===== src/rtl/pws_pkg.sv =====
package pws_pkg;

  typedef enum logic [1:0] {
    STEER_ALT  = 2'b00,
    STEER_SAME = 2'b01,
    STEER_COMP = 2'b10,
    STEER_OFF  = 2'b11
  } steer_mode_e;

endpackage


===== src/rtl/pws_phase.sv =====
// Tracks the deadtime strobe: marks the block live after the first
// deadtime and flips the steering toggle on every deadtime rising edge.
module pws_phase (
  input  logic clk,
  input  logic rst_n,
  input  logic osc_dead,
  output logic live,
  output logic steer_b
);

  logic dead_q;
  logic live_q;
  logic steer_q;
  logic dead_rise;

  assign dead_rise = osc_dead & ~dead_q;

  always_ff @(posedge clk or negedge rst_n) begin
    if (!rst_n) begin
      dead_q  <= 1'b0;
      live_q  <= 1'b0;
      steer_q <= 1'b1;   // first flip lands on A
    end else begin
      dead_q <= osc_dead;
      if (osc_dead) live_q <= 1'b1;
      if (dead_rise) steer_q <= ~steer_q;
    end
  end

  assign live    = live_q;
  assign steer_b = steer_q;

endmodule


===== src/rtl/pws_term.sv =====
// Pulse termination latch with a leading-edge blanking counter.
module pws_term #(
  parameter int BLANK_W = 6
) (
  input  logic               clk,
  input  logic               rst_n,
  input  logic               osc_dead,
  input  logic               cmp_trip,
  input  logic               ilim_trip,
  input  logic               fault_hold,
  input  logic [BLANK_W-1:0] blank_len,
  output logic               gate,
  output logic               term_q
);

  localparam logic [BLANK_W-1:0] BLANK_ZERO = '0;

  logic [BLANK_W-1:0] blank_cnt;
  logic               blanking;
  logic               trip_now;
  logic               latch_q;

  assign blanking = (blank_cnt != BLANK_ZERO);
  assign trip_now = cmp_trip | (ilim_trip & ~blanking) | fault_hold;

  always_ff @(posedge clk or negedge rst_n) begin
    if (!rst_n) begin
      blank_cnt <= BLANK_ZERO;
    end else if (osc_dead) begin
      blank_cnt <= blank_len;
    end else if (blanking) begin
      blank_cnt <= blank_cnt - 1'b1;
    end
  end

  always_ff @(posedge clk or negedge rst_n) begin
    if (!rst_n) begin
      latch_q <= 1'b0;
    end else if (osc_dead) begin
      latch_q <= 1'b0;
    end else if (trip_now) begin
      latch_q <= 1'b1;
    end
  end

  assign gate   = ~osc_dead & ~latch_q & ~trip_now;
  assign term_q = latch_q;

endmodule


===== src/rtl/pws_gap.sv =====
// Counts clocks since the pulse latch set; reports when the gap is spent.
module pws_gap #(
  parameter int GAP_W = 6
) (
  input  logic             clk,
  input  logic             rst_n,
  input  logic             osc_dead,
  input  logic             term_q,
  input  logic [GAP_W-1:0] gap_len,
  output logic             gap_done
);

  logic [GAP_W-1:0] gap_cnt;

  always_ff @(posedge clk or negedge rst_n) begin
    if (!rst_n) begin
      gap_cnt <= '0;
    end else if (osc_dead) begin
      gap_cnt <= '0;
    end else if (term_q && (gap_cnt != gap_len)) begin
      gap_cnt <= gap_cnt + 1'b1;
    end
  end

  assign gap_done = term_q & (gap_cnt == gap_len);

endmodule


===== src/rtl/pwm_pulse_steer.sv =====
module pwm_pulse_steer #(
  parameter int GAP_W   = 6,
  parameter int BLANK_W = 6
) (
  input  logic               clk,
  input  logic               rst_n,
  input  logic [1:0]         mode,
  input  logic [GAP_W-1:0]   gap_len,
  input  logic [BLANK_W-1:0] blank_len,
  input  logic               osc_dead,
  input  logic               cmp_trip,
  input  logic               ilim_trip,
  input  logic               fault_hold,
  output logic               out_a,
  output logic               out_b
);

  import pws_pkg::*;

  steer_mode_e sel;
  logic live, steer_b, gate, term_q, gap_done;
  logic pulse, tail;
  logic a_next, b_next;
  logic a_q, b_q;

  assign sel = steer_mode_e'(mode);

  pws_phase u_phase (
    .clk(clk), .rst_n(rst_n), .osc_dead(osc_dead),
    .live(live), .steer_b(steer_b)
  );

  pws_term #(.BLANK_W(BLANK_W)) u_term (
    .clk(clk), .rst_n(rst_n), .osc_dead(osc_dead),
    .cmp_trip(cmp_trip), .ilim_trip(ilim_trip), .fault_hold(fault_hold),
    .blank_len(blank_len), .gate(gate), .term_q(term_q)
  );

  pws_gap #(.GAP_W(GAP_W)) u_gap (
    .clk(clk), .rst_n(rst_n), .osc_dead(osc_dead),
    .term_q(term_q), .gap_len(gap_len), .gap_done(gap_done)
  );

  // Main pulse and complementary tail, both gated by liveness and fault.
  assign pulse = live & gate & ~fault_hold;
  assign tail  = live & ~osc_dead & ~fault_hold & gap_done;

  always_comb begin
    a_next = 1'b0;
    b_next = 1'b0;
    case (sel)
      STEER_ALT: begin
        a_next = pulse & ~steer_b;
        b_next = pulse &  steer_b;
      end
      STEER_SAME: begin
        a_next = pulse;
        b_next = pulse;
      end
      STEER_COMP: begin
        a_next = pulse;
        b_next = tail;
      end
      default: begin
        a_next = 1'b0;
        b_next = 1'b0;
      end
    endcase
  end

  always_ff @(posedge clk or negedge rst_n) begin
    if (!rst_n) begin
      a_q <= 1'b0;
      b_q <= 1'b0;
    end else begin
      a_q <= a_next;
      b_q <= b_next;
    end
  end

  assign out_a = a_q;
  assign out_b = b_q;

endmodule


===== config.mk =====
export PLATFORM = sky130hd
export DESIGN_NAME = pwm_pulse_steer
export DESIGN_NICKNAME = d
export VERILOG_FILES = /design/src/rtl/pws_pkg.sv /design/src/rtl/pws_phase.sv /design/src/rtl/pws_term.sv /design/src/rtl/pws_gap.sv /design/src/rtl/pwm_pulse_steer.sv
export SDC_FILE = /design/constraint.sdc
export NUM_CORES = 1
export LEC_CHECK = 0
export BUFFER_PORTS_ARGS = -buffer_cell sky130_fd_sc_hd__buf_2
export CORE_MARGIN = 3
export CORE_UTILIZATION = 30
export DETAILED_ROUTE_END_ITERATION = 10
export HOLD_SLACK_MARGIN = 0.06
export SLEW_MARGIN = 25
export SYNTH_ARGS = -nofsm -noshare
export SYNTH_HDL_FRONTEND = slang
export SYNTH_SLANG_ARGS = --single-unit

===== constraint.sdc =====
create_clock -name clk -period 3.2 [get_ports clk]
set_input_delay 0.48 -clock clk [delete_from_list [all_inputs] [get_ports clk]]
set_output_delay 0.48 -clock clk [all_outputs]
set_load 0.01 [all_outputs]

==> qor.txt <==
status: completed
Hold-fix buffers, CTS: 0
relative slew slack: 0.739
Comb pwr share: 0.220
worst clock skew: 2.32 ps
wire length per cell: 10.8 um
Final Hold Slack: 101 ps
final net count: 150
die area: 4190 um^2
Int Power: 364 uW
antenna-violating nets left: 0
reg-to-reg critical path endpoint: u_gap.gap_cnt[5]
number of core rows: 20
drt via density: 4.49
R2R Setup Slk: 1470 ps
yosys warns: 0
H-tree levels: 1
postcts setup bufs: 0
Power per Cell Area: 421 nW/um^2
RSZ-0062 raised after global routing: no
first-pass GRT wire length: 3290 um
Layout area overhead: 17.3%
final worst path period share: 0.541
vias: 746
count leader, synth: dfrtp_1
largest net degree at the start of global routing: 24
PnR worst setup slack: 1470 ps
cell taking the most area after synthesis: dfrtp_1
dominant synthesized flop cell: dfrtp_1
most frequent cells after synthesis: 17 x dfrtp_1, 11 x nor2_1, 9 x nand2_1
WP data required: 3380 ps
filler cell count: 334
TNS Setup: 0 ps
DRC viols: 0
Clock transition at path regs: 100 ps
Final Hold Vio Count: 0
Yosys top cell area share: 0.412
Layout Cells excl Fill: 166
Horiz. Die Dim: 64.7 um
Worst Path Arrival: 1910 ps
Post-synth EDFFs: 0
Worst setup endpoint: u_gap.gap_cnt[5]
CORE AREA: 3180 um^2
worst slack, placed: 1300 ps
clock share of power: 0.224
# IOs: 22
Synth Area per Inst: 10.4 um^2
GPL Wtd Cong: 0.816
Period minus WS final: 1730 ps
RR Startpoint: u_gap.gap_cnt[3]
fin area: 1210 um^2
min-delay worst type: input pin to async pin
Max Cap Viol: 0
register area share after synthesis: 0.437
total overflow reported by the global router: 0
Antenna diodes: 0
PostCTS Resize Cnt: 0
maximum clock frequency: 578 MHz
Slew @ Worst Pin: 391 ps
Leak: 0.578 nW
clock sinks: 18
CTS Buf Count: 3
clock root cell: clkbuf_4
I/O Buffers: 21
clk_lat worst skew: 280 ps
Die H: 64.7 um
WS Path Type: flop to flop
share of layout cells above drive strength 1: 0.270
top cells by area in the synthesized netlist: dfrtp_1 41%, ha_1 8.5%, xnor2_1 6.8%, xor2_1 5.1%, nor2_1 4.0%
Longest Clk Path Bufs: 2
drt pass-1 iters: 4
Syn Nets: 126
Post-Synthesis Cell Area: 1030 um^2
#FFs+latches synth: 18
CTS tree: built
Cells after Synth: 99
Sw Share: 0.287
Worst Path Max Fanout: 4
Startpoint Class: flop
post-synth cell types: 32
Net Switching: 147 uW
Post-Route WL: 1800 um
Detailed Place HPWL: 1420 um
Overall Global Routing Usage: 0.102
Initial Utilization: 0.325
register share of total power: 0.556
Inst Count DP: 162
VDD IR-drop max: 98.6 uV
vias in the first global route: 736
ys async rst share: 1.00
initial drt markers: 19
Placement Cell Area: 1190 um^2
Worst Setup End Kind: flop
Worst R2R Path Depth: 5
fin. max-slew vios: 0
initial antenna violation count: 0
Worst setup startpoint: u_gap.gap_cnt[3]
Final setup violation count: 0
how the worst min path moves through the flow:
stage	from	endpoint	cells after the start
after floorplan	rst_n	out_a	0
after global placement	rst_n	u_phase.live	1
after detailed placement	rst_n	u_phase.live	1
after CTS	rst_n	u_phase.live	1
after global routing	rst_n	out_a	1
final	rst_n	u_phase.live	1
state kept, by name, indices dropped and copies added, names as in the netlist:
| name | count |
|---|---|
| u_phase.steer_b | 1 |
| u_term.blank_cnt | 6 |
| u_phase.live | 1 |
| out_b | 1 |
| u_term.term_q | 1 |
| u_gap.gap_cnt | 6 |
| out_a | 1 |
| u_phase.dead_q | 1 |
critical path: stages, from the launching register on:
cell     delay (ps)
dfrtp_1         440
xor2_1          200
nor4_4          370
a21oi_2         120
and3_1          200
mux2_4          290
logic make-up (layout without fill, tap and decap cells):
kind of cell	after synthesis	count (layout)	synth area share
simple gates	36	36	0.191
buf+inv	6	29	0.0218
fa+ha+maj	7	7	0.0847
mux	4	4	0.0460
flops	18	18	0.437
xor+xnor	15	15	0.134
compound gates	13	13	0.0848
power groups by stage:
stage,Clock (mW),Combinational (mW),Sequential (mW)
2_1_floorplan,0,0.0828,0.281
3_3_place_gp,0,0.111,0.287
3_5_place_dp,0,0.115,0.288
4_1_cts,0.122,0.115,0.284
5_1_grt,0.135,0.132,0.289
6_report,0.114,0.112,0.284
layout by cell type, fill, tap and decap left out:
cell type,Yosys,final
dfstp_2,1,1
or2_2,1,1
xor2_1,6,6
and3_1,1,1
xnor2_1,8,8
and4bb_2,1,1
nor4_4,1,1
mux2_2,1,1
ha_1,7,7
o22ai_1,1,1
xor2_2,1,1
clkbuf_4,0,3
nand2b_1,3,3
mux2i_1,1,1
a21oi_1,3,3
clkbuf_1,2,1
a22o_1,3,3
nor2_1,11,11
nor4b_1,1,1
nor2b_1,3,3
nor3_1,1,1
nand4_1,2,2
nor2_2,1,1
and2_1,1,1
o21ai_0,3,3
a211o_1,1,1
dfrtp_1,17,17
o31ai_1,1,1
mux2_1,1,1
buf_2,0,21
nand2_1,9,9
mux2_4,1,1
a21oi_2,1,1
inv_1,4,4
per-layer routing:
metal | up-vias | wire length [um] | track usage
met3 | 2 | 73 | 0.0225
met4 | 0 | 27 | 0.0554
met5 | - | 0 | 0
li1 | 377 | - | -
met2 | 14 | 828 | 0.160
met1 | 353 | 869 | 0.130
metrics by stage:
step / util / power, mW
final: 0.381 / 0.511
after global placement: 0.373 / 0.399
after global routing: 0.381 / 0.557
after floorplan: - / 0.364
after detailed placement: 0.373 / 0.403
after CTS: 0.381 / 0.522
area by class of cell:
| class | instances | area, um^2 | area share |
|---|---|---|---|
| clock buffers | 4 | 26.3 | 0.0217 |
| inverters | 4 | 15.0 | 0.0124 |
| multi-input cells | 75 | 559 | 0.461 |
| flip-flops and latches | 18 | 452 | 0.373 |
| well taps | 44 | 55.1 | 0.0454 |
| repair buffers | 21 | 105 | 0.0867 |
No activity file was read; power rests on OpenSTA's default activity.
